<file path="config.mk">
export PLATFORM = sky130hd
export DESIGN_NAME = lat_arb
export DESIGN_NICKNAME = d
export VERILOG_FILES = /design/src/rtl/lat_arb_pkg.sv /design/src/rtl/lat_arb_pend.sv /design/src/rtl/lat_arb_pick.sv /design/src/rtl/lat_arb_hold.sv /design/src/rtl/lat_arb.sv
export SDC_FILE = /design/constraint.sdc
export NUM_CORES = 1
export LEC_CHECK = 0
export ABC_CLOCK_PERIOD_IN_PS = 1800
export BUFFER_PORTS_ARGS = -buffer_cell sky130_fd_sc_hd__buf_2
export CAP_MARGIN = 25
export CORE_AREA = 8 8 45 47
export DETAILED_ROUTE_END_ITERATION = 12
export DIE_AREA = 0 0 53 55
export GPL_TIMING_DRIVEN = 0
export SETUP_SLACK_MARGIN = 0.3
export SYNTH_ARGS = -nofsm -noshare
export SYNTH_HDL_FRONTEND = slang
export SYNTH_SLANG_ARGS = --single-unit
export TNS_END_PERCENT = 50
</file>
<file path="constraint.sdc">
create_clock -name clk -period 1.8 [get_ports clk]
set_input_delay 0.09 -clock clk [delete_from_list [all_inputs] [get_ports clk]]
set_output_delay 0.09 -clock clk [all_outputs]
set_load 0.03 [all_outputs]
</file>
<file path="src/rtl/lat_arb_pkg.sv">
package lat_arb_pkg;
  // width of a code that holds 0 (idle) plus one value per source
  function automatic int code_width(input int n_src);
    return $clog2(n_src + 1);
  endfunction
endpackage

</file>
<file path="src/rtl/lat_arb_pend.sv">
module lat_arb_pend #(
  parameter int NUM_SRC = 5
) (
  input  logic               clk,
  input  logic               rst,
  input  logic [NUM_SRC-1:0] req,
  input  logic [NUM_SRC-1:0] retire,
  output logic [NUM_SRC-1:0] eff
);
  logic [NUM_SRC-1:0] sticky_q;

  generate
    for (genvar g = 0; g < NUM_SRC; g++) begin : g_bit
      always_ff @(posedge clk) begin
        if (rst) sticky_q[g] <= 1'b0;
        else     sticky_q[g] <= (sticky_q[g] | req[g]) & ~retire[g];
      end
      assign eff[g] = sticky_q[g] | req[g];
    end
  endgenerate
endmodule

</file>
<file path="src/rtl/lat_arb_pick.sv">
module lat_arb_pick #(
  parameter int NUM_SRC = 5,
  parameter int CODE_W  = 3
) (
  input  logic [NUM_SRC-1:0] cand,
  output logic               any,
  output logic [CODE_W-1:0]  code
);
  // lowest index wins; code = index + 1
  function automatic logic [CODE_W-1:0] first_code(input logic [NUM_SRC-1:0] v);
    logic [CODE_W-1:0] c;
    c = '0;
    for (int i = NUM_SRC - 1; i >= 0; i--)
      if (v[i]) c = CODE_W'(i + 1);
    return c;
  endfunction

  assign any  = |cand;
  assign code = first_code(cand);
endmodule

</file>
<file path="src/rtl/lat_arb_hold.sv">
module lat_arb_hold #(
  parameter int CODE_W = 3
) (
  input  logic              clk,
  input  logic              rst,
  input  logic              take,
  input  logic [CODE_W-1:0] take_code,
  input  logic              release_svc,
  input  logic              release_mask,
  output logic              held,
  output logic [CODE_W-1:0] held_code
);
  always_ff @(posedge clk) begin
    if (rst) begin
      held      <= 1'b0;
      held_code <= '0;
    end else if (held && (release_svc || release_mask)) begin
      held      <= 1'b0;
      held_code <= '0;
    end else if (!held && take) begin
      held      <= 1'b1;
      held_code <= take_code;
    end
  end
endmodule

</file>
<file path="src/rtl/lat_arb.sv">
module lat_arb #(
  parameter int NUM_HW  = 4,
  parameter int NUM_SRC = NUM_HW + 1,
  parameter int CODE_W  = lat_arb_pkg::code_width(NUM_HW + 1)
) (
  input  logic              clk,
  input  logic              rst,
  input  logic [NUM_HW-1:0] hw_req,
  input  logic              swi_req,
  input  logic              imask,
  input  logic              arb_start,
  input  logic              svc_done,
  output logic              pend_out,
  output logic [CODE_W-1:0] vec_code
);
  logic [NUM_SRC-1:0] req_all;
  logic [NUM_SRC-1:0] eff;
  logic [NUM_SRC-1:0] eligible;
  logic [NUM_SRC-1:0] retire;
  logic               any_elig;
  logic [CODE_W-1:0]  win_code;
  logic               held;
  logic [CODE_W-1:0]  held_code;
  logic               imask_q;
  logic               mask_fall;
  logic               svc_hit;
  logic               take;

  assign req_all = {hw_req, swi_req};

  // only the latched source is retired by the serviced strobe
  assign svc_hit = held && svc_done;
  generate
    for (genvar g = 0; g < NUM_SRC; g++) begin : g_ret
      assign retire[g] = svc_hit && (held_code == CODE_W'(g + 1));
    end
  endgenerate

  lat_arb_pend #(.NUM_SRC(NUM_SRC)) u_pend (
    .clk(clk), .rst(rst), .req(req_all), .retire(retire), .eff(eff)
  );

  // source 0 (software) ignores the mask
  assign eligible = {eff[NUM_SRC-1:1] & {NUM_HW{~imask}}, eff[0]};

  lat_arb_pick #(.NUM_SRC(NUM_SRC), .CODE_W(CODE_W)) u_pick (
    .cand(eligible), .any(any_elig), .code(win_code)
  );

  always_ff @(posedge clk) begin
    if (rst) imask_q <= 1'b0;
    else     imask_q <= imask;
  end
  assign mask_fall = imask_q && !imask;
  assign take      = arb_start && any_elig;

  lat_arb_hold #(.CODE_W(CODE_W)) u_hold (
    .clk(clk), .rst(rst), .take(take), .take_code(win_code),
    .release_svc(svc_done), .release_mask(mask_fall),
    .held(held), .held_code(held_code)
  );

  assign pend_out = !held && any_elig;
  assign vec_code = held_code;
endmodule

</file>
==> impl_metrics.toml, run 1 <==
[cells_and_area]
syn2layout_area_growth_pct = 25.9
design_area_sq_um = 597
final_cells = 89
layout_commonest_cell = "nor2_1"
drive_gt1_frac = 0.301
layout_common_cells = "14 x nor2_1, 12 x buf_2, 10 x dfxtp_1"
nFillCells = 146
fin_nets = 85
num_antenna_cells = 0

[logic_synthesis]
synth_top_area_share = 0.422
avgSynthCellArea_sq_um = 8.32
synthSimpleGateAreaFrac = 0.319
muxShareOfSynthArea = 0
yosysTopAreaCell = "dfxtp_1"
syn-cell-area_sq_um = 474
ys_types = 22
yosysWarnings = 0
synthesis.nets = 67
ys_seq_area_frac = 0.422
synth_compound_area_frac = 0.227
synthTopCellsByArea = "dfxtp_1 42%, nor2_1 11%, a311oi_1 5.5%, nor4_4 4.5%, nor3_1 4.2%"
yosys.area_share.adder = 0
synth_edf_count = 0
synth_top_family_by_area = "simple AND/OR/NAND/NOR gates"
synth-seq-cells = 10
synth_xor_area_frac = 0
synthCells = 57
ys_dominant_reg_cell = "dfxtp_1"
async_flop_share = 0

[pwr]
pwr_density_cell_nw_per_um2 = 819
ir_drop_uv = 419
leakage_uw = 0.000244

[critical_path]
critPathKind = "reg2out"
worstPathRequired_ns = 1.71
r2r-start = "u_pend.sticky_q[2]$_SDFF_PP0_"
start_kind = "flip-flop"
startpoint = "u_pend.sticky_q[4]$_SDFF_PP0_"
end_kind = "primary output"
cp.arrival_ns = 1.35
critPathMaxFanout = 3

[cts]
cts_tree = "built"
numCtsBuffers = 3
htreeDepth = 1
clock_path_buffers = 2
cts.sink_count = 10
cts_hold_buf = 0
root_buffer = "clkbuf_4"
cts_setup_buffers = 0
cts.clk_slew.worst_paths_ns = 0.06
clk-insertion-delay-late_ns = 0.25

[drt]
routedWlPerCell_microns = 12.0
first_pass_iters = 4
drt_iter0_markers = 13
wl_microns = 1060
vias = 448
viasPerCell = 5.03
drtAntennaViolNets = 0
drc_errors = 0

[timing]
finalSetupTns_ns = 0
hold_violations = 0
max_slew.worst_pin.slew_ns = 0.400
finClkSkew_ns = 0.00486
post-route-period-util = 0.801
rsz0062_at_grt = "true"
fin_crit_ns = 1.44
slew_viol_final = 0
setup_ws_ns = 0.358
setup_violations = 0
fmax_ghz = 0.693
relSlewSlack = 0.727

[place]
port_buffers = 13
preCtsSetupSlack_ns = 0.571
dpl.hpwl_microns = 868
placed_cells = 86
gp_congestion = 0.871
placedInstanceArea_sq_um = 559

[floorplanning]
die_y_microns = 55
dieArea_sq_um = 2920
rows = 14
pin_count = 14
die_w_microns = 53
start_util = 0.343
coreArea_sq_um = 1380

[grt]
grt-ovfl-total = 0
track_usage = 0.0845
grt_pass1_wl_microns = 1860
grt_max_degree = 9
antenna_found_initial = 0
grt_pass1_vias = 454

[worst_hold_path]
min_from = "rst"
hp-class = "in2reg"

[flow_run]
drv_cap = 0

[run_status]
status = "finished clean"
## stage by stage
step                       util  power [uW]  hold WS [ns]
after floorplan               -         310         0.157
after global placement    0.404         345         0.347
after detailed placement  0.404         345         0.349
after CTS                 0.427         492        0.0749
after global routing      0.431         517        0.0808
final                     0.431         489        0.0810
## cells by family after synthesis
kind of cell,count (synthesis)
AO/OA/AOI/OAI,15
buffers and inverters,4
flip-flops,10
AND/OR/NAND/NOR,28
## cells in the mapped netlist, types with 2 or more instances
library cell,n
nand2_1,2
o21ai_0,3
nor3_1,4
inv_1,3
a21oi_1,3
nor2_1,14
nor4_1,2
dfxtp_1,10
a311oi_1,3
## sequential cells by signal, summed over array words and instances, names as in the netlist
signal / cells
u_pend.sticky_q: 5
u_hold.held_code: 3
imask_q: 1
u_hold.held: 1
## per-layer routing
layer	routed length [microns]	share of wire	track usage
met1	461	0.43	0.0937
met2	518	0.49	0.139
met3	84	0.079	0.0508
met4	0	0	0.0129
met5	0	0	0
## cell type report
| cell class | count | area, sq um | area share |
|---|---|---|---|
| Timing Repair Buffer | 13 | 67.6 | 0.113 |
| Inverter | 4 | 15.0 | 0.0252 |
| Sequential cell | 10 | 200 | 0.335 |
| Tap cell | 16 | 20.0 | 0.0335 |
| Multi-Input combinational cell | 43 | 272 | 0.455 |
| Clock buffer | 3 | 22.5 | 0.0377 |
## worst paths after layout
| path | depth (start not counted) | slack (ns) | endpoint |
|---|---|---|---|
| min reg2reg | 1 | 0.51 | u_pend.sticky_q[2]$_SDFF_PP0_ |
| max reg2reg | 4 | 0.58 | u_hold.held_code[0]$_SDFFE_PP0P_ |
| min | 2 | 0.08 | imask_q$_SDFF_PP0_ |
| max | 5 | 0.36 | pend_out |
## what timing repair did
item | in CTS | in global routing
cloned | 0 | 0
resized for setup | 1 | 3
pin swaps | 0 | 2
endpoints found under the setup margin | 1 | 1
## where the power goes
part	internal (uW)	switching, uW	total (uW)
Combinational	36.2	56.2	92.4
Sequential	237	16.5	254
Clock	76.7	65.9	143
## worst max-delay path: stages (launching register included)
cell and delay, ns:
dfxtp_1 0.33, nor4_4 0.36, o21ai_2 0.10, nor2_1 0.10, nor2_1 0.05, buf_4 0.17
(Power assumes the default switching activity.)
==> inputs of run 2 (changes only) <==
- ABC_CLOCK_PERIOD_IN_PS: 1800 -> 1200
- clock period: 1.8 -> 1.2 ns (I/O delays scaled with it)
==> impl_metrics.toml, run 2 (synthesis results as in run 1) <==
[cts]
cts.sink_count = 10
cts_tree = "built"
clk-insertion-delay-late_ns = 0.27
htreeDepth = 1
cts.clk_slew.worst_paths_ns = 0.07
clock_path_buffers = 2
numCtsBuffers = 3
root_buffer = "clkbuf_4"

[timing]
finalSetupTns_ns = -0.403
relSlewSlack = 0.799
finClkSkew_ns = 0.00329
slew_viol_final = 0
rsz0062_at_grt = "true"
fin_crit_ns = 1.40
hold_violations = 0
fmax_ghz = 0.717
post-route-period-util = 1.16
max_slew.worst_pin.slew_ns = 0.301
setup_violations = 3
setup_ws_ns = -0.195

[grt]
grt_pass1_wl_microns = 2040
track_usage = 0.0926
grt_pass1_vias = 471
grt_max_degree = 9
antenna_found_initial = 0
grt-ovfl-total = 0

[critical_path]
start_kind = "flip-flop"
critPathMaxFanout = 2
cp.arrival_ns = 1.34
worstPathRequired_ns = 1.14
critPathKind = "reg2out"
end_kind = "primary output"

[floorplanning]
start_util = 0.343
pin_count = 14
rows = 14
dieArea_sq_um = 2920
die_y_microns = 55
coreArea_sq_um = 1380
die_w_microns = 53

[drt]
drtAntennaViolNets = 0
viasPerCell = 5.29
vias = 497
drc_errors = 0
first_pass_iters = 4
routedWlPerCell_microns = 13.1
wl_microns = 1240
drt_iter0_markers = 31

[cells_and_area]
syn2layout_area_growth_pct = 47.5
num_antenna_cells = 0
layout_commonest_cell = "nor2_1"
top_regs = "u_pend.sticky_q x5, u_hold.held_code x3"
post-route-util = 0.505
top_register = "u_pend.sticky_q"
layout_common_cells = "11 x nor2_1, 9 x buf_2, 5 x dfxtp_1, 5 x buf_4, 4 x dfxtp_2"
nFillCells = 135
fin_nets = 89
drive_gt1_frac = 0.513
largest_register_ffs = 5

[place]
port_buffers = 13
dpl.hpwl_microns = 903
gp_congestion = 0.799
preCtsSetupSlack_ns = -0.0199

[worst_hold_path]
hp-class = "in2reg"

[pwr]
ir_drop_uv = 509
power_uw = 868
pwr_density_cell_nw_per_um2 = 1240
leakage_uw = 0.000279

[run_status]
status = "complete, but fails checks"
violations = "setup timing"

[flow_run]
drv_cap = 0
[run 2: repair_timing]
action	CTS	global route
setup endpoints to repair	10	12
gates resized for setup	11	8
gates cloned	0	0
pin swaps	6	2
hold buffers	0	0
buffers inserted	4	0
[run 2: per-layer routing]
| layer | share of wire | vias to the layer above | track usage |
|---|---|---|---|
| met5 | 0 | - | 0 |
| met4 | 0.019 | 0 | 0.0517 |
| met3 | 0.072 | 4 | 0.0294 |
| met2 | 0.49 | 19 | 0.156 |
| met1 | 0.42 | 224 | 0.101 |
| li1 | - | 250 | - |
[run 2: cell type report]
class / count / area (sq um) / share of cell area
multi-input combinational: 43 / 303 / 0.433
clock buffer: 4 / 36.3 / 0.0519
timing repair buffer: 17 / 116 / 0.166
tap: 16 / 20.0 / 0.0286
inverter: 4 / 15.0 / 0.0215
sequential: 10 / 209 / 0.299
[run 2: worst paths after layout]
| kind | from | to | slack [ns] | cells after the start |
|---|---|---|---|---|
| min | rst | imask_q$_SDFF_PP0_ | 0.04 | 2 |
| min reg2reg | u_pend.sticky_q[4]$_SDFF_PP0_ | u_pend.sticky_q[4]$_SDFF_PP0_ | 0.50 | 2 |
| max reg2reg | u_pend.sticky_q[4]$_SDFF_PP0_ | u_hold.held$_SDFFE_PP0P_ | -0.11 | 6 |
| max | u_pend.sticky_q[4]$_SDFF_PP0_ | pend_out | -0.20 | 5 |
[run 2: through the flow]
stage               instance area (sq um)  hold WS (ns)  instances
floorplan                             493         0.127         57
global placement                      578         0.313         86
detailed placement                    578         0.318         86
CTS                                   673        0.0323         94
global route                          699        0.0476         94
finish                                699        0.0443         94
[run 2: where the power goes]
group / switching, uW / internal (uW)
registers: 28.9 / 358
clock network: 125 / 184
logic: 95.4 / 76.1
[run 2: critical path, cell delays in order, from the launching register on]
cell and delay, ns:
dfxtp_2 0.34, nor4_4 0.31, o21ai_2 0.10, nor2_1 0.14, nor2_2 0.05, buf_6 0.13
